### src/rtl/cfg_load_pkg.sv
package cfg_load_pkg;

    typedef enum logic [3:0] {
        ST_IDLE, ST_IDENT, ST_STAT0, ST_REFRESH, ST_WREN, ST_CLEAR,
        ST_POLL, ST_WAIT, ST_STREAM, ST_WRDIS, ST_FINAL
    } seq_state_t;

    typedef enum logic [1:0] {FK_CMD, FK_READ, FK_STREAM} frame_kind_t;

    typedef enum logic [1:0] {FS_IDLE, FS_LOAD, FS_SHIFT, FS_GAP} frame_state_t;

    typedef enum logic [2:0] {
        ERR_NONE = 3'd0, ERR_ZLEN = 3'd1, ERR_BADID = 3'd2,
        ERR_TMO = 3'd3, ERR_NODONE = 3'd4
    } err_t;

    localparam logic [7:0] OP_RD_ID   = 8'h07;
    localparam logic [7:0] OP_RD_STAT = 8'h09;
    localparam logic [7:0] OP_CLEAR   = 8'h70;
    localparam logic [7:0] OP_REFRESH = 8'h71;
    localparam logic [7:0] OP_WR_EN   = 8'h4A;
    localparam logic [7:0] OP_WR_DIS  = 8'h4F;
    localparam logic [7:0] OP_WR_INC  = 8'h41;

    localparam logic [31:0] DEV_ID_A     = 32'hC208_8080;
    localparam logic [31:0] DEV_ID_B     = 32'hC204_8080;
    localparam logic [31:0] STAT_CLEARED = 32'h0001_0000;
    localparam logic [31:0] STAT_DONE    = 32'h0000_4000;

endpackage

### src/rtl/cfg_spi_byte.sv
module cfg_spi_byte #(
    parameter int CLK_DIV = 4
) (
    input  logic       clk,
    input  logic       rst_n,
    input  logic       go,
    input  logic [7:0] tx_byte,
    output logic       done,
    output logic [7:0] rx_byte,
    output logic       sclk,
    output logic       mosi,
    input  logic       miso
);
    localparam int DW = (CLK_DIV > 1) ? $clog2(CLK_DIV) : 1;

    logic          active;
    logic [DW-1:0] div_cnt;
    logic [2:0]    bit_cnt;
    logic [7:0]    tx_sh;
    logic [7:0]    rx_sh;
    logic          sclk_q;

    always_ff @(posedge clk or negedge rst_n) begin
        if (!rst_n) begin
            active  <= 1'b0;
            div_cnt <= '0;
            bit_cnt <= '0;
            tx_sh   <= '0;
            rx_sh   <= '0;
            sclk_q  <= 1'b0;
            done    <= 1'b0;
        end else begin
            done <= 1'b0;
            if (!active) begin
                if (go) begin
                    active  <= 1'b1;
                    tx_sh   <= tx_byte;
                    bit_cnt <= '0;
                    div_cnt <= '0;
                    sclk_q  <= 1'b0;
                end
            end else if (div_cnt == DW'(CLK_DIV - 1)) begin
                div_cnt <= '0;
                sclk_q  <= !sclk_q;
                if (!sclk_q) begin
                    // rising edge: sample the device
                    rx_sh <= {rx_sh[6:0], miso};
                end else if (bit_cnt == 3'd7) begin
                    active <= 1'b0;
                    done   <= 1'b1;
                end else begin
                    // falling edge: present next bit
                    bit_cnt <= bit_cnt + 3'd1;
                    tx_sh   <= {tx_sh[6:0], 1'b0};
                end
            end else begin
                div_cnt <= div_cnt + DW'(1);
            end
        end
    end

    assign sclk    = sclk_q;
    assign mosi    = active & tx_sh[7];
    assign rx_byte = rx_sh;

endmodule

### src/rtl/cfg_frame.sv
module cfg_frame
    import cfg_load_pkg::*;
#(
    parameter int LEN_W   = 24,
    parameter int CLK_DIV = 4
) (
    input  logic             clk,
    input  logic             rst_n,
    input  logic             start,
    input  frame_kind_t      kind,
    input  logic [7:0]       opcode,
    input  logic [LEN_W-1:0] len,
    input  logic [7:0]       bs_data,
    input  logic             bs_valid,
    output logic             bs_ready,
    output logic             eng_go,
    output logic [7:0]       eng_tx,
    input  logic             eng_done,
    input  logic [7:0]       eng_rx,
    output logic             cs_n,
    output logic             done,
    output logic [31:0]      rx_word
);
    localparam int IW  = LEN_W + 1;
    localparam int GAP = 2 * CLK_DIV;
    localparam int GW  = $clog2(GAP + 1);

    frame_state_t     fst;
    frame_kind_t      k_q;
    logic [7:0]       op_q;
    logic [LEN_W-1:0] len_q;
    logic [IW-1:0]    idx;
    logic [GW-1:0]    gcnt;
    logic [IW-1:0]    last_idx;
    logic [IW-1:0]    data_end;
    logic             need_data;

    always_comb begin
        data_end  = {1'b0, len_q} + IW'(4);
        need_data = (k_q == FK_STREAM) && (idx >= IW'(4)) && (idx < data_end);
        unique case (k_q)
            FK_READ:   last_idx = IW'(7);
            FK_STREAM: last_idx = {1'b0, len_q} + IW'(7);
            default:   last_idx = IW'(3);
        endcase
        if (idx == '0)            eng_tx = op_q;
        else if (idx < IW'(4))    eng_tx = (k_q == FK_STREAM) ? 8'hFF : 8'h00;
        else if (need_data)       eng_tx = bs_data;
        else                      eng_tx = 8'h00;
    end

    assign bs_ready = (fst == FS_LOAD) && need_data;
    assign eng_go   = (fst == FS_LOAD) && (!need_data || bs_valid);
    assign cs_n     = (fst == FS_IDLE) || (fst == FS_GAP);

    always_ff @(posedge clk or negedge rst_n) begin
        if (!rst_n) begin
            fst     <= FS_IDLE;
            k_q     <= FK_CMD;
            op_q    <= '0;
            len_q   <= '0;
            idx     <= '0;
            gcnt    <= '0;
            done    <= 1'b0;
            rx_word <= '0;
        end else begin
            done <= 1'b0;
            unique case (fst)
                FS_IDLE: if (start) begin
                    k_q     <= kind;
                    op_q    <= opcode;
                    len_q   <= len;
                    idx     <= '0;
                    rx_word <= '0;
                    fst     <= FS_LOAD;
                end
                FS_LOAD: if (eng_go) fst <= FS_SHIFT;
                FS_SHIFT: if (eng_done) begin
                    if (k_q == FK_READ && idx >= IW'(4))
                        rx_word <= {rx_word[23:0], eng_rx};
                    if (idx == last_idx) begin
                        gcnt <= '0;
                        fst  <= FS_GAP;
                    end else begin
                        idx <= idx + IW'(1);
                        fst <= FS_LOAD;
                    end
                end
                FS_GAP: if (gcnt == GW'(GAP - 1)) begin
                    fst  <= FS_IDLE;
                    done <= 1'b1;
                end else begin
                    gcnt <= gcnt + GW'(1);
                end
            endcase
        end
    end

endmodule

### src/rtl/cfg_poll_timer.sv
module cfg_poll_timer #(
    parameter int TICKS = 500000
) (
    input  logic clk,
    input  logic rst_n,
    input  logic start,
    output logic expire
);
    localparam int TW = $clog2(TICKS + 1);

    logic          running;
    logic [TW-1:0] cnt;

    always_ff @(posedge clk or negedge rst_n) begin
        if (!rst_n) begin
            running <= 1'b0;
            cnt     <= '0;
            expire  <= 1'b0;
        end else begin
            expire <= 1'b0;
            if (start) begin
                running <= 1'b1;
                cnt     <= TW'(TICKS - 1);
            end else if (running) begin
                if (cnt == '0) begin
                    running <= 1'b0;
                    expire  <= 1'b1;
                end else begin
                    cnt <= cnt - TW'(1);
                end
            end
        end
    end

endmodule

### src/rtl/cfg_load_seq.sv
module cfg_load_seq
    import cfg_load_pkg::*;
#(
    parameter int LEN_W      = 24,
    parameter int CLK_DIV    = 4,
    parameter int CYC_PER_MS = 50000,
    parameter int POLL_MS    = 10,
    parameter int POLL_MAX   = 500
) (
    input  logic             clk,
    input  logic             rst_n,
    input  logic             start,
    input  logic [LEN_W-1:0] bit_len,
    input  logic [7:0]       bs_data,
    input  logic             bs_valid,
    output logic             bs_ready,
    output logic             spi_sclk,
    output logic             spi_cs_n,
    output logic             spi_mosi,
    input  logic             spi_miso,
    output logic             busy,
    output logic             success,
    output logic [2:0]       err_code
);
    localparam int PW    = $clog2(POLL_MAX + 1);
    localparam int TICKS = CYC_PER_MS * POLL_MS;

    seq_state_t       st, st_n;
    err_t             fail_code;
    logic             finish;
    logic [PW-1:0]    polls;
    logic [LEN_W-1:0] len_q;
    logic             fr_start, fr_done;
    frame_kind_t      fr_kind;
    logic [7:0]       fr_op;
    logic [31:0]      fr_rx;
    logic             eng_go, eng_done;
    logic [7:0]       eng_tx, eng_rx;
    logic             tm_start, tm_expire;
    logic             id_ok, last_try;

    assign id_ok    = (fr_rx == DEV_ID_A) || (fr_rx == DEV_ID_B);
    assign last_try = (32'(polls) + 32'd1) >= 32'(POLL_MAX);

    // next-state
    always_comb begin
        st_n      = st;
        finish    = 1'b0;
        fail_code = ERR_NONE;
        unique case (st)
            ST_IDLE:    if (start && bit_len != '0) st_n = ST_IDENT;
            ST_IDENT:   if (fr_done) begin
                            if (id_ok) st_n = ST_STAT0;
                            else begin
                                st_n = ST_IDLE; finish = 1'b1; fail_code = ERR_BADID;
                            end
                        end
            ST_STAT0:   if (fr_done) st_n = ST_REFRESH;
            ST_REFRESH: if (fr_done) st_n = ST_WREN;
            ST_WREN:    if (fr_done) st_n = ST_CLEAR;
            ST_CLEAR:   if (fr_done) st_n = ST_POLL;
            ST_POLL:    if (fr_done) begin
                            if (fr_rx == STAT_CLEARED) st_n = ST_STREAM;
                            else if (last_try) begin
                                st_n = ST_IDLE; finish = 1'b1; fail_code = ERR_TMO;
                            end else st_n = ST_WAIT;
                        end
            ST_WAIT:    if (tm_expire) st_n = ST_POLL;
            ST_STREAM:  if (fr_done) st_n = ST_WRDIS;
            ST_WRDIS:   if (fr_done) st_n = ST_FINAL;
            ST_FINAL:   if (fr_done) begin
                            st_n = ST_IDLE; finish = 1'b1;
                            fail_code = ((fr_rx & STAT_DONE) != '0) ? ERR_NONE : ERR_NODONE;
                        end
        endcase
    end

    // frame selection for the state being entered
    always_comb begin
        unique case (st_n)
            ST_IDENT:                      begin fr_kind = FK_READ;   fr_op = OP_RD_ID;   end
            ST_STAT0, ST_POLL, ST_FINAL:   begin fr_kind = FK_READ;   fr_op = OP_RD_STAT; end
            ST_REFRESH:                    begin fr_kind = FK_CMD;    fr_op = OP_REFRESH; end
            ST_WREN:                       begin fr_kind = FK_CMD;    fr_op = OP_WR_EN;   end
            ST_CLEAR:                      begin fr_kind = FK_CMD;    fr_op = OP_CLEAR;   end
            ST_STREAM:                     begin fr_kind = FK_STREAM; fr_op = OP_WR_INC;  end
            ST_WRDIS:                      begin fr_kind = FK_CMD;    fr_op = OP_WR_DIS;  end
            default:                       begin fr_kind = FK_CMD;    fr_op = 8'h00;      end
        endcase
        fr_start = (st_n != st) && (st_n != ST_IDLE) && (st_n != ST_WAIT);
        tm_start = (st_n == ST_WAIT) && (st != ST_WAIT);
    end

    // state register
    always_ff @(posedge clk or negedge rst_n) begin
        if (!rst_n) st <= ST_IDLE;
        else        st <= st_n;
    end

    // outputs and run bookkeeping
    always_ff @(posedge clk or negedge rst_n) begin
        if (!rst_n) begin
            busy     <= 1'b0;
            success  <= 1'b0;
            err_code <= ERR_NONE;
            polls    <= '0;
            len_q    <= '0;
        end else begin
            busy <= (st_n != ST_IDLE);
            if (st == ST_IDLE && start) begin
                success  <= 1'b0;
                err_code <= (bit_len == '0) ? ERR_ZLEN : ERR_NONE;
                polls    <= '0;
                len_q    <= bit_len;
            end
            if (st == ST_POLL && fr_done) polls <= polls + PW'(1);
            if (finish) begin
                err_code <= fail_code;
                success  <= (fail_code == ERR_NONE);
            end
        end
    end

    cfg_frame #(.LEN_W(LEN_W), .CLK_DIV(CLK_DIV)) frame_i (
        .clk(clk), .rst_n(rst_n), .start(fr_start), .kind(fr_kind),
        .opcode(fr_op), .len(len_q), .bs_data(bs_data), .bs_valid(bs_valid),
        .bs_ready(bs_ready), .eng_go(eng_go), .eng_tx(eng_tx),
        .eng_done(eng_done), .eng_rx(eng_rx), .cs_n(spi_cs_n),
        .done(fr_done), .rx_word(fr_rx)
    );

    cfg_spi_byte #(.CLK_DIV(CLK_DIV)) spi_i (
        .clk(clk), .rst_n(rst_n), .go(eng_go), .tx_byte(eng_tx),
        .done(eng_done), .rx_byte(eng_rx), .sclk(spi_sclk),
        .mosi(spi_mosi), .miso(spi_miso)
    );

    cfg_poll_timer #(.TICKS(TICKS)) timer_i (
        .clk(clk), .rst_n(rst_n), .start(tm_start), .expire(tm_expire)
    );

endmodule

### config.mk
export PLATFORM = sky130hd
export DESIGN_NAME = cfg_load_seq
export DESIGN_NICKNAME = d
export VERILOG_FILES = /design/src/rtl/cfg_load_pkg.sv /design/src/rtl/cfg_spi_byte.sv /design/src/rtl/cfg_frame.sv /design/src/rtl/cfg_poll_timer.sv /design/src/rtl/cfg_load_seq.sv
export SDC_FILE = /design/constraint.sdc
export NUM_CORES = 1
export LEC_CHECK = 0
export BUFFER_PORTS_ARGS = -buffer_cell sky130_fd_sc_hd__buf_2
export CORE_ASPECT_RATIO = 1.5
export CORE_MARGIN = 2
export CORE_UTILIZATION = 55
export DETAILED_ROUTE_END_ITERATION = 12
export GPL_TIMING_DRIVEN = 0
export PLACE_DENSITY = 0.75
export SYNTH_ARGS = -nofsm -noshare
export SYNTH_HDL_FRONTEND = slang
export SYNTH_SLANG_ARGS = --single-unit
export TNS_END_PERCENT = 50
### constraint.sdc
create_clock -name clk -period 4.35 [get_ports clk]
set_input_delay 0.6525 -clock clk [delete_from_list [all_inputs] [get_ports clk]]
set_output_delay 0.6525 -clock clk [all_outputs]
set_load 0.03 [all_outputs]
==> results.sh <==
export IMPL_status="finished clean"
export IMPL_layout_common_cells="185 x nand2_1, 176 x dfrtp_1, 92 x o21ai_0, 70 x nor2_1, 67 x mux2_2"
export IMPL_maxCapViolCount=0
export IMPL_drcViolationCount=0
export IMPL_initial_core_util_pct=55.7
export IMPL_path_class="reg2out"
export IMPL_grt_pass1_wl_mm=49.0
export IMPL_ff2ff_setup_slack_ns=0.14
export IMPL_cts_tree="built"
export IMPL_slew_headroom_pct=27.3
export IMPL_dieArea_mm2=0.0217
export IMPL_ctsHoldBuffers=0
export IMPL_startpoint_type="register"
export IMPL_cts_buffer_depth=2
export IMPL_antennaDiodeCount=0
export IMPL_pin_count=46
export IMPL_layout_drive_gt1_share_pct=20.4
export IMPL_cp_required_ns=3.70
export IMPL_grt_max_degree=114
export IMPL_cts_sink_count=183
export IMPL_clock_skew_ns=0.0135
export IMPL_clkLatencyLatePin_ns=0.45
export IMPL_fin_crit_sh_pct=98.8
export IMPL_arrival_ns=3.64
export IMPL_synth_distinct_cells=85
export IMPL_synthCells=1233
export IMPL_seq_area_frac_synth_pct=40.5
export IMPL_syn_num_nets=1317
export IMPL_overflow=0
export IMPL_rsz0062_at_grt="true"
export IMPL_die_w_um=121
export IMPL_synth_edff_count=0
export IMPL_final_hold_viol_count=0
export IMPL_r2r_end="spi_i.tx_sh[1]$_DFFE_PN0P_"
export IMPL_critical_path_peak_fanout=3
export IMPL_place_congestion=0.955
export IMPL_viasPerCell=6.11
export IMPL_place_hpwl_mm=21.6
export IMPL_r2r_start="frame_i.len_q[2]$_DFFE_PN0P_"
export IMPL_vias=9808
export IMPL_core_rowCount=64
export IMPL_totalWireLength_mm=30.1
export IMPL_antenna_found_initial=0
export IMPL_routedWlPerCell_um=18.7
export IMPL_numCtsBuffers=17
export IMPL_synth_area_mm2=0.0113
export IMPL_hp_class="in2async"
export IMPL_clk_pin_slew_ns=0.07
export IMPL_grt_pass1_vias=9813
export IMPL_syn_avg_cell_area_um2=9.16
export IMPL_layout_min_cycle_time_ns=4.30
export IMPL_areaGrowthSynthToFinish_pct=15.5
export IMPL_fmax_mhz=233
export IMPL_core_mm2=0.0203
export IMPL_layout_commonest_cell="nand2_1"
export IMPL_vdd_drop_max_v=0.000293
export IMPL_leakage_nw=5.52
export IMPL_rr_worst_depth=20
export IMPL_yosysWarnings=0
export IMPL_worstSetupEndpoint="bs_ready"
export IMPL_cp_startpoint="frame_i.len_q[2]$_DFFE_PN0P_"
export IMPL_ys_ff_latch=183
export IMPL_htreeDepth=4
export IMPL_drtIter0Drc=820
export IMPL_drtPass1Iterations=7
export IMPL_setup_viol=0
export IMPL_ant_nets=0
export IMPL_io_buffers=45
export IMPL_finalMaxSlewViolations=0
export IMPL_setup_tns_final_ns=0
export IMPL_worst_slew_pin_slew_ns=1.08
export IMPL_cp_end_kind="primary output"
export IMPL_fp_dieH_um=180
export IMPL_cts_root_buf="clkbuf_16"
export IMPL_gr_usage_all_layers_pct=28.4
export IMPL_power_density_mw_per_mm2=255
export IMPL_nets=1413
export IMPL_holdWs_ns=0.156
export IMPL_ys_dominant_reg_cell="dfrtp_1"
export IMPL_async_reset_ff_share_pct=100
[registers in the layout, indices dropped and copies added (netlist names), 3 cells and up]
name and count:
spi_i.rx_byte 8, len_q 24, spi_i.tx_sh 8, frame_i.len_q 24, frame_i.idx 25, timer_i.cnt 19, frame_i.op_q 6, polls 9
st 4, frame_i.rx_word 32, frame_i.gcnt 4, spi_i.bit_cnt 3, err_code 3
[worst min path at each step]
| stage | slack, ns | cells after the start | end | from |
|---|---|---|---|---|
| 4_1_cts | 0.17 | 1 | st[3]$_DFF_PN0_ | rst_n |
| 6_report | 0.16 | 1 | polls[0]$_DFFE_PN0P_ | rst_n |
| 3_5_place_dp | 0.48 | 2 | success$_DFFE_PN0P_ | success$_DFFE_PN0P_ |
| 3_3_place_gp | 0.46 | 2 | frame_i.rx_word[26]$_DFFE_PN0P_ | frame_i.rx_word[26]$_DFFE_PN0P_ |
| 5_1_grt | 0.20 | 1 | polls[0]$_DFFE_PN0P_ | rst_n |
| 2_1_floorplan | 0.36 | 0 | busy$_DFF_PN0_ | rst_n |
[area by class of cell]
type                       count  area [um2]
buffer                        64         319
clock buffer                  17         425
clock inverter                15         163
fill                        1688        7220
inverter                      39         150
multi-input combinational    944        6490
sequential                   183        4590
tap                          264         330
timing repair buffer          80         577
[synth_stat cells, types with 6 or more instances]
master	n	area [um2]
o21ai_0	94	470
and2_1	13	81.3
nand2_1	188	706
xnor2_1	36	315
dfrtp_1	183	4580
o2111ai_1	6	52.6
mux2_2	67	754
nand3_1	39	195
a31oi_1	7	43.8
nor2_1	72	270
nand2b_1	10	62.6
inv_1	39	146
xor2_1	16	140
o31ai_1	18	135
ha_1	47	588
nor2b_1	7	43.8
nor4_1	25	156
nor3_1	29	145
mux2i_1	17	170
and3_1	18	113
buf_2	17	85.1
a21o_1	6	45.0
clkbuf_1	45	169
o21ai_1	20	100
or4_1	6	45.0
o2bb2ai_1	6	52.6
a211oi_1	9	67.6
o211ai_1	6	45.0
a21oi_1	43	215
or3_1	14	87.6
nand4_1	17	106
[through the flow]
stage / total power, W / utilization, % / std cells / cell area (um2) / setup slack (ns)
finish: 0.00333 / 64.4 / 1606 / 13000 / 0.0539
global route: 0.00342 / 64.4 / 1606 / 13000 / -0.0947
CTS: 0.00336 / 63.1 / 1587 / 12800 / -0.0128
detailed placement: 0.00181 / 58.7 / 1543 / 11900 / -0.877
global placement: 0.00180 / 58.5 / 1542 / 11900 / -0.844
floorplan: 0.00175 / - / 1233 / 11300 / 0.0485
[report_power, final]
part	internal [W]	switching (W)
Combinational	0.0000195	0.0000463
Clock	0.000814	0.000740
Sequential	0.00170	0.00000232
[worst max-delay path, stage by stage (launching register included)]
cell and delay (ns):
dfrtp_1 0.38, buf_6 0.12, ha_4 0.14, clkinvlp_4 0.08
or3_4 0.42, nor2_4 0.13, and3_4 0.21, xnor2_2 0.12
ha_1 0.28, nand2_1 0.08, nor2_1 0.05, a211oi_2 0.17
o21ai_1 0.08, or4b_4 0.50, a21oi_4 0.16, nand2_2 0.10
inv_2 0.07, buf_6 0.12
[kinds of logic after synthesis]
kind of cell	count (synthesis)	synth area share (%)
flip-flops	183	40.5
AO/OA/AOI/OAI	279	16.4
adder cells (fa/ha/maj)	47	5.21
XOR/XNOR	54	4.44
AND/OR/NAND/NOR	480	21.3
multiplexers	84	8.19
buffers and inverters	106	3.91
[routing by layer]
| metal | part of all wire (%) | vias to the layer above | global-route usage [%] |
|---|---|---|---|
| li1 | - | 4648 | - |
| met1 | 39 | 4761 | 32.5 |
| met2 | 51 | 293 | 49.4 |
| met3 | 3.7 | 106 | 3.55 |
| met4 | 6.0 | 0 | 18.0 |
| met5 | 0 | - | 0 |
[repair_timing]
item,CTS,global route
endpoints found under the hold margin,0,0
endpoints found under the setup margin,116,115
pin swaps,5,7
gates resized for setup,43,33
gates cloned,1,0
buffers inserted,13,20
No activity file was read; power rests on OpenSTA's default activity.
